==> src/rtl/tw_spi_pkg.sv <==
package tw_spi_pkg;
    localparam int ADDR_W  = 13;
    localparam int DATA_W  = 8;
    localparam int CNT_W   = 2;
    localparam int HDR_W   = 1 + CNT_W + ADDR_W;
    localparam int FRAME_W = HDR_W + DATA_W;
    localparam int BIT_W   = $clog2(FRAME_W + 1);

    // length field: zero means one byte
    localparam logic [CNT_W-1:0] ONE_BYTE = '0;

    typedef enum logic [3:0] {
        PH_IDLE, PH_TX_LO, PH_TX_HI, PH_TURN, PH_REOPEN,
        PH_RX_LO, PH_RX_HI, PH_FIN, PH_REST
    } phase_e;

    typedef struct packed {
        phase_e             phase;
        logic [FRAME_W-1:0] shreg;
        logic [BIT_W-1:0]   bits;
        logic               rd;
        logic               split;
        logic               csn;
        logic               sclk;
        logic               sdo;
        logic               oe;
        logic               dir_in;
        logic               done;
        logic [DATA_W-1:0]  rdata;
    } ctl_t;
endpackage

==> src/rtl/tw_spi_halfper.sv <==
module tw_spi_halfper #(
    parameter int HALF_CYC = 4
) (
    input  logic clk,
    input  logic rst_n,
    input  logic run_i,
    output logic tick_o
);
    localparam int CW = (HALF_CYC > 1) ? $clog2(HALF_CYC) : 1;
    localparam logic [CW-1:0] LAST = CW'(HALF_CYC - 1);

    logic [CW-1:0] cnt_d, cnt_q;

    always_comb begin
        tick_o = run_i && (cnt_q == LAST);
        if (!run_i || tick_o) cnt_d = '0;
        else                  cnt_d = cnt_q + CW'(1);
    end

    always_ff @(posedge clk or negedge rst_n) begin
        if (!rst_n) cnt_q <= '0;
        else        cnt_q <= cnt_d;
    end

    AST_CNT_BOUND: assert property (@(posedge clk) disable iff (!rst_n)
        cnt_q <= LAST);

    if (HALF_CYC > 1) begin : g_gap
        AST_TICK_GAP: assert property (@(posedge clk) disable iff (!rst_n)
            tick_o |=> !tick_o);
    end
endmodule

==> src/rtl/tw_spi_rxcap.sv <==
module tw_spi_rxcap #(
    parameter int W = 8
) (
    input  logic         clk,
    input  logic         rst_n,
    input  logic         clr_i,
    input  logic         cap_i,
    input  logic         bit_i,
    output logic [W-1:0] data_o
);
    logic [W-1:0] data_d, data_q;

    always_comb begin
        data_d = data_q;
        if (clr_i)      data_d = '0;
        else if (cap_i) data_d = {data_q[W-2:0], bit_i};
    end

    always_ff @(posedge clk or negedge rst_n) begin
        if (!rst_n) data_q <= '0;
        else        data_q <= data_d;
    end

    assign data_o = data_q;

    AST_CAP_CLR_EXCL: assert property (@(posedge clk) disable iff (!rst_n)
        !(clr_i && cap_i));
endmodule

==> src/rtl/tw_spi_master.sv <==
module tw_spi_master
    import tw_spi_pkg::*;
#(
    parameter int HALF_CYC = 4
) (
    input  logic              clk,
    input  logic              rst_n,
    input  logic              start_i,
    input  logic              rd_i,
    input  logic [ADDR_W-1:0] addr_i,
    input  logic [DATA_W-1:0] wr_data_i,
    input  logic              split_cs_i,
    output logic              busy_o,
    output logic              done_o,
    output logic [DATA_W-1:0] rd_data_o,
    output logic              cs_n_o,
    output logic              sclk_o,
    output logic              sdo_o,
    output logic              sdo_oe_o,
    input  logic              sdi_i,
    output logic              dir_in_o
);
    localparam ctl_t CTL_RST = '{
        phase: PH_IDLE, shreg: '0, bits: '0, rd: 1'b0, split: 1'b0,
        csn: 1'b1, sclk: 1'b0, sdo: 1'b1, oe: 1'b1, dir_in: 1'b0,
        done: 1'b0, rdata: '0
    };

    ctl_t d, q;
    logic tick;
    logic accept;
    logic cap;
    logic [DATA_W-1:0] cap_data;
    logic [DATA_W-1:0] tx_low;

    assign accept = start_i && (q.phase == PH_IDLE);
    assign cap    = tick && (q.phase == PH_RX_LO);
    assign tx_low = rd_i ? '0 : wr_data_i;

    tw_spi_halfper #(.HALF_CYC(HALF_CYC)) u_halfper (
        .clk    (clk),
        .rst_n  (rst_n),
        .run_i  (q.phase != PH_IDLE),
        .tick_o (tick)
    );

    tw_spi_rxcap #(.W(DATA_W)) u_rxcap (
        .clk    (clk),
        .rst_n  (rst_n),
        .clr_i  (accept),
        .cap_i  (cap),
        .bit_i  (sdi_i),
        .data_o (cap_data)
    );

    always_comb begin
        d      = q;
        d.done = 1'b0;
        unique case (q.phase)
            PH_IDLE: begin
                if (accept) begin
                    d.phase = PH_TX_LO;
                    d.shreg = {rd_i, ONE_BYTE, addr_i, tx_low};
                    d.bits  = rd_i ? BIT_W'(HDR_W) : BIT_W'(FRAME_W);
                    d.rd    = rd_i;
                    d.split = split_cs_i;
                    d.csn   = 1'b0;
                    d.sdo   = rd_i;
                end
            end
            PH_TX_LO: begin
                if (tick) begin
                    d.sclk  = 1'b1;
                    d.phase = PH_TX_HI;
                end
            end
            PH_TX_HI: begin
                if (tick) begin
                    d.sclk = 1'b0;
                    if (q.bits > BIT_W'(1)) begin
                        d.bits  = q.bits - BIT_W'(1);
                        d.shreg = q.shreg << 1;
                        d.sdo   = q.shreg[FRAME_W-2];
                        d.phase = PH_TX_LO;
                    end else if (q.rd) begin
                        d.csn   = q.split;
                        d.phase = PH_TURN;
                    end else begin
                        d.phase = PH_FIN;
                    end
                end
            end
            PH_TURN: begin
                if (tick) begin
                    d.dir_in = 1'b1;
                    d.oe     = 1'b0;
                    d.phase  = PH_REOPEN;
                end
            end
            PH_REOPEN: begin
                if (tick) begin
                    d.csn   = 1'b0;
                    d.bits  = BIT_W'(DATA_W);
                    d.phase = PH_RX_LO;
                end
            end
            PH_RX_LO: begin
                if (tick) begin
                    d.sclk  = 1'b1;
                    d.phase = PH_RX_HI;
                end
            end
            PH_RX_HI: begin
                if (tick) begin
                    d.sclk = 1'b0;
                    if (q.bits > BIT_W'(1)) begin
                        d.bits  = q.bits - BIT_W'(1);
                        d.phase = PH_RX_LO;
                    end else begin
                        d.phase = PH_FIN;
                    end
                end
            end
            PH_FIN: begin
                if (tick) begin
                    d.csn   = 1'b1;
                    d.sdo   = 1'b1;
                    d.phase = PH_REST;
                end
            end
            PH_REST: begin
                if (tick) begin
                    d.dir_in = 1'b0;
                    d.oe     = 1'b1;
                    d.done   = 1'b1;
                    if (q.rd) d.rdata = cap_data;
                    d.phase  = PH_IDLE;
                end
            end
            default: d = CTL_RST;
        endcase
    end

    always_ff @(posedge clk or negedge rst_n) begin
        if (!rst_n) q <= CTL_RST;
        else        q <= d;
    end

    assign busy_o    = (q.phase != PH_IDLE);
    assign done_o    = q.done;
    assign rd_data_o = q.rdata;
    assign cs_n_o    = q.csn;
    assign sclk_o    = q.sclk;
    assign sdo_o     = q.sdo;
    assign sdo_oe_o  = q.oe;
    assign dir_in_o  = q.dir_in;

    AST_RISE_NEEDS_CS: assert property (@(posedge clk) disable iff (!rst_n)
        $rose(sclk_o) |-> !cs_n_o);
    AST_IDLE_QUIET: assert property (@(posedge clk) disable iff (!rst_n)
        !busy_o |-> (!sclk_o && cs_n_o));
    AST_SDO_HELD_HIGH: assert property (@(posedge clk) disable iff (!rst_n)
        sclk_o |-> $stable(sdo_o));
    AST_DIR_AFTER_CS: assert property (@(posedge clk) disable iff (!rst_n)
        $fell(dir_in_o) |-> cs_n_o);
    AST_DONE_PULSE: assert property (@(posedge clk) disable iff (!rst_n)
        done_o |=> !done_o);
    AST_RDATA_HOLD: assert property (@(posedge clk) disable iff (!rst_n)
        !$stable(rd_data_o) |-> done_o);
    AST_BUSY_ON_START: assert property (@(posedge clk) disable iff (!rst_n)
        (start_i && !busy_o) |=> busy_o);
endmodule

==> config.mk <==
export PLATFORM = sky130hd
export DESIGN_NAME = tw_spi_master
export DESIGN_NICKNAME = d
export VERILOG_FILES = /design/src/rtl/tw_spi_pkg.sv /design/src/rtl/tw_spi_halfper.sv /design/src/rtl/tw_spi_rxcap.sv /design/src/rtl/tw_spi_master.sv
export SDC_FILE = /design/constraint.sdc
export NUM_CORES = 1
export LEC_CHECK = 0
export BUFFER_PORTS_ARGS = -buffer_cell sky130_fd_sc_hd__buf_2
export CAP_MARGIN = 15
export CORE_ASPECT_RATIO = 1.5
export CORE_MARGIN = 3
export CORE_UTILIZATION = 45
export DETAILED_ROUTE_END_ITERATION = 12
export PLACE_DENSITY = 0.68
export SYNTH_ARGS = -nofsm -noshare
export SYNTH_HDL_FRONTEND = slang
export SYNTH_SLANG_ARGS = --single-unit
export TNS_END_PERCENT = 1
==> constraint.sdc <==
create_clock -name clk -period 1.65 [get_ports clk]
set_input_delay 0.0825 -clock clk [delete_from_list [all_inputs] [get_ports clk]]
set_output_delay 0.0825 -clock clk [all_outputs]
set_load 0.05 [all_outputs]
==> flow_metrics.env <==
export IMPL_finalHoldViolCount=0
export IMPL_pre_cts_slack_ns=-0.0921
export IMPL_syn_area_mm2=0.00289
export IMPL_ys_seq_elements=58
export IMPL_placementRows=35
export IMPL_syn_to_final_growth_pct=35.0
export IMPL_multi_input_area_mm2=0.00141
export IMPL_power_density_mw_per_mm2=1980
export IMPL_worstSetupPathType="reg2reg"
export IMPL_critical_path_arrival_ns=1.95
export IMPL_maxSlewViolCount=0
export IMPL_synth_edff_count=0
export IMPL_final_cell_area_mm2=0.00390
export IMPL_synth_ff_type="dfrtp_1"
export IMPL_dr_pass1_iters=5
export IMPL_drc=0
export IMPL_fin_nets=403
export IMPL_power_leakage_nw=1.77
export IMPL_ir_drop_uv=1310
export IMPL_clock_sinks=58
export IMPL_hp_class="in2reg"
export IMPL_clk_latency_ns=0.34
export IMPL_postSynthCellCount=299
export IMPL_diodes=0
export IMPL_clkTransAtPathRegs_ns=0.06
export IMPL_htree_levels=3
export IMPL_period_minus_slack_ns=1.68
export IMPL_finClkSkew_ns=0.00859
export IMPL_port_buffers=41
export IMPL_die_height_um=104
export IMPL_overflow=0
export IMPL_avgSynthCellArea_um2=9.67
export IMPL_swShare_pct=40.6
export IMPL_placed_area_mm2=0.00335
export IMPL_ys_types=44
export IMPL_seq_area_frac_synth_pct=50.3
export IMPL_power_net_switching_w=0.00314
export IMPL_cts_root_buf="clkbuf_8"
export IMPL_clk_path_buf_depth=2
export IMPL_ant_nets=0
export IMPL_core_area_mm2=0.00617
export IMPL_cap_violations=0
export IMPL_fillers=506
export IMPL_internal_power_w=0.00459
export IMPL_antenna_found_initial=0
export IMPL_rsz0062_at_grt="yes"
export IMPL_drt_initial_drc_count=121
export IMPL_worst_slack_ns=-0.0333
export IMPL_die_x_um=71.5
export IMPL_finalCritPeriodShare_pct=102
export IMPL_via_per_inst=5.42
export IMPL_initial_core_util_pct=46.8
export IMPL_final_common_cell="dfrtp_1"
export IMPL_crit_reg2reg_launch="q[16]"
export IMPL_wl_per_cell_um=15.7
export IMPL_startpoint="q[16]"
export IMPL_synth_nets=329
export IMPL_critical_path_cell_chain="ha_4 > o21bai_4 > a21oi_2 > o221a_4 > clkbuf_16 > nor2_2 > a21oi_2"
export IMPL_outcome="finished with violations"
export IMPL_layout_common_cells="51 x dfrtp_1, 40 x buf_2, 37 x buf_4"
export IMPL_drt_total_wl_um=7080
export IMPL_fmax_mhz=594
export IMPL_min_delay_start="sdi_i"
export IMPL_gr_usage_all_layers_pct=18.7
export IMPL_path_max_fanout=6
export IMPL_num_vias=2448
export IMPL_layout_area_seq_mm2=0.00146
export IMPL_gp_congestion=0.866
export IMPL_start_kind="flop"
export IMPL_failed_checks="negative setup slack"
export IMPL_p_clk_share_pct=17.3
export IMPL_relSlewSlack_pct=57.8
export IMPL_grt_first_pass_wirelength_um=11100
export IMPL_cts_buffers_inserted=9
export IMPL_max_stage_delay_ns=0.41
export IMPL_tritoncts="built"
export IMPL_synthArstFlopShare_pct=100
export IMPL_finalSetupViolCount=9
export IMPL_critPathRequiredTime_ns=1.91
export IMPL_slowest_stage="dfrtp_1"
export IMPL_seq_power_share_pct=31.8
export IMPL_end_kind="flop"
export IMPL_comb_power_share_pct=50.9
export IMPL_drive_gt1_share_pct=44.7
export IMPL_die_area_mm2=0.00744
export IMPL_tightest_slew_ns=0.633
export IMPL_ys_warn_count=0
export IMPL_grt_start_max_net_pins=27
export IMPL_cp_common_cell="a21oi_2"
export IMPL_grt_pass1_vias=2468
export IMPL_place_hpwl_um=4590
export IMPL_pin_count=42
==> timing repair <==
item	CTS	global route
gates resized for setup	10	50
gates cloned	1	3
buffers inserted	1	2
setup endpoints to repair	38	36
pin swaps	1	5
hold buffers	2	0
endpoints found under the hold margin	21	0
==> synth_stat cells, types with 2 or more instances <==
cell type / n / area share [%]
dfrtp_1: 55 / 48
nor2_1: 37 / 4.8
a21oi_1: 30 / 5.2
nand2_1: 24 / 3.1
a22oi_1: 20 / 5.2
o21ai_0: 17 / 2.9
buf_4: 11 / 2.9
mux2i_1: 11 / 3.8
nand3_1: 9 / 1.6
buf_2: 8 / 1.4
inv_1: 8 / 1.0
nor3_1: 7 / 1.2
o21ai_1: 7 / 1.2
buf_6: 5 / 1.9
inv_2: 4 / 0.52
nor3_2: 4 / 1.4
a211oi_1: 3 / 0.78
a31oi_1: 3 / 0.65
dfstp_2: 3 / 2.7
ha_1: 3 / 1.3
nor2_4: 3 / 1.2
and3_1: 2 / 0.43
clkbuf_1: 2 / 0.26
nand2b_1: 2 / 0.43
o22ai_1: 2 / 0.43
==> registers in the layout, indices dropped and copies added (netlist names) <==
| name | cells |
|---|---|
| sclk_o | 1 |
| sdo_o | 1 |
| sdo_oe_o | 1 |
| u_rxcap.data_o | 8 |
| done_o | 1 |
| q | 34 |
| cs_n_o | 1 |
| u_halfper.cnt_q | 2 |
| dir_in_o | 1 |
| rd_data_o | 8 |
==> worst paths after layout <==
check | depth (start not counted) | slack, ns | to
min | 3 | 0.02 | u_rxcap.data_o[0]
min reg2reg | 2 | 0.47 | rd_data_o[7]
max reg2reg | 7 | -0.03 | q[23]
max in group asynchronous | 3 | 0.79 | rd_data_o[0]
max | 7 | -0.03 | q[23]
min in group asynchronous | 2 | 0.30 | q[16]
==> logic make-up after synthesis <==
| group | synth area share, % |
|---|---|
| AO/OA/AOI/OAI | 20.4 |
| AND/OR/NAND/NOR | 15.4 |
| flip-flops | 50.3 |
| buffers and inverters | 8.01 |
| multiplexers | 4.59 |
| adder cells (fa/ha/maj) | 1.30 |
==> per-stage QoR <==
step                utilization, %  power, W  hold slack (ns)  cells  setup TNS, ns
floorplan                        -   0.00446           -0.213    299              0
global placement              54.2   0.00534            0.145    427         -0.396
detailed placement            54.2   0.00543            0.131    427         -0.830
CTS                           58.9   0.00699          0.00859    447         -0.845
global route                  63.2   0.00822           0.0326    452          -1.56
finish                        63.2   0.00773           0.0170    452        -0.0991
==> layout make-up <==
cell class / instances / share of cell area [%]
flip-flops and latches: 58 / 37.4
multi-input cells: 203 / 36.2
repair buffers: 89 / 17.7
clock buffers: 12 / 3.97
well taps: 74 / 2.37
clock inverters: 4 / 1.28
inverters: 12 / 1.15
==> worst max-delay path: cells and delay by family (launching register included) <==
| kind | cells | cell delay (ns) |
|---|---|---|
| DFF | 1 | 0.41 |
| buffers and inverters | 1 | 0.20 |
| AOI/OAI and AO/OA | 4 | 0.79 |
| adders and majority gates | 1 | 0.17 |
| and+or+nand+nor | 1 | 0.04 |
==> metal layers <==
| layer | vias to the layer above | routed length, µm | track usage, % |
|---|---|---|---|
| met2 | 65 | 3770 | 31.7 |
| met3 | 16 | 339 | 5.80 |
| met5 | - | 0 | 0 |
| met1 | 1166 | 2780 | 21.5 |
| li1 | 1201 | - | - |
| met4 | 0 | 190 | 7.66 |
==> power groups by stage <==
stage               combinational (W)  clock (W)  sequential, W
finish                        0.00394    0.00134        0.00246
global route                  0.00429    0.00141        0.00252
CTS                           0.00325    0.00136        0.00238
detailed placement            0.00305          0        0.00238
global placement              0.00298          0        0.00236
floorplan                     0.00207          0        0.00239
Power figures use the tool's default switching activity.
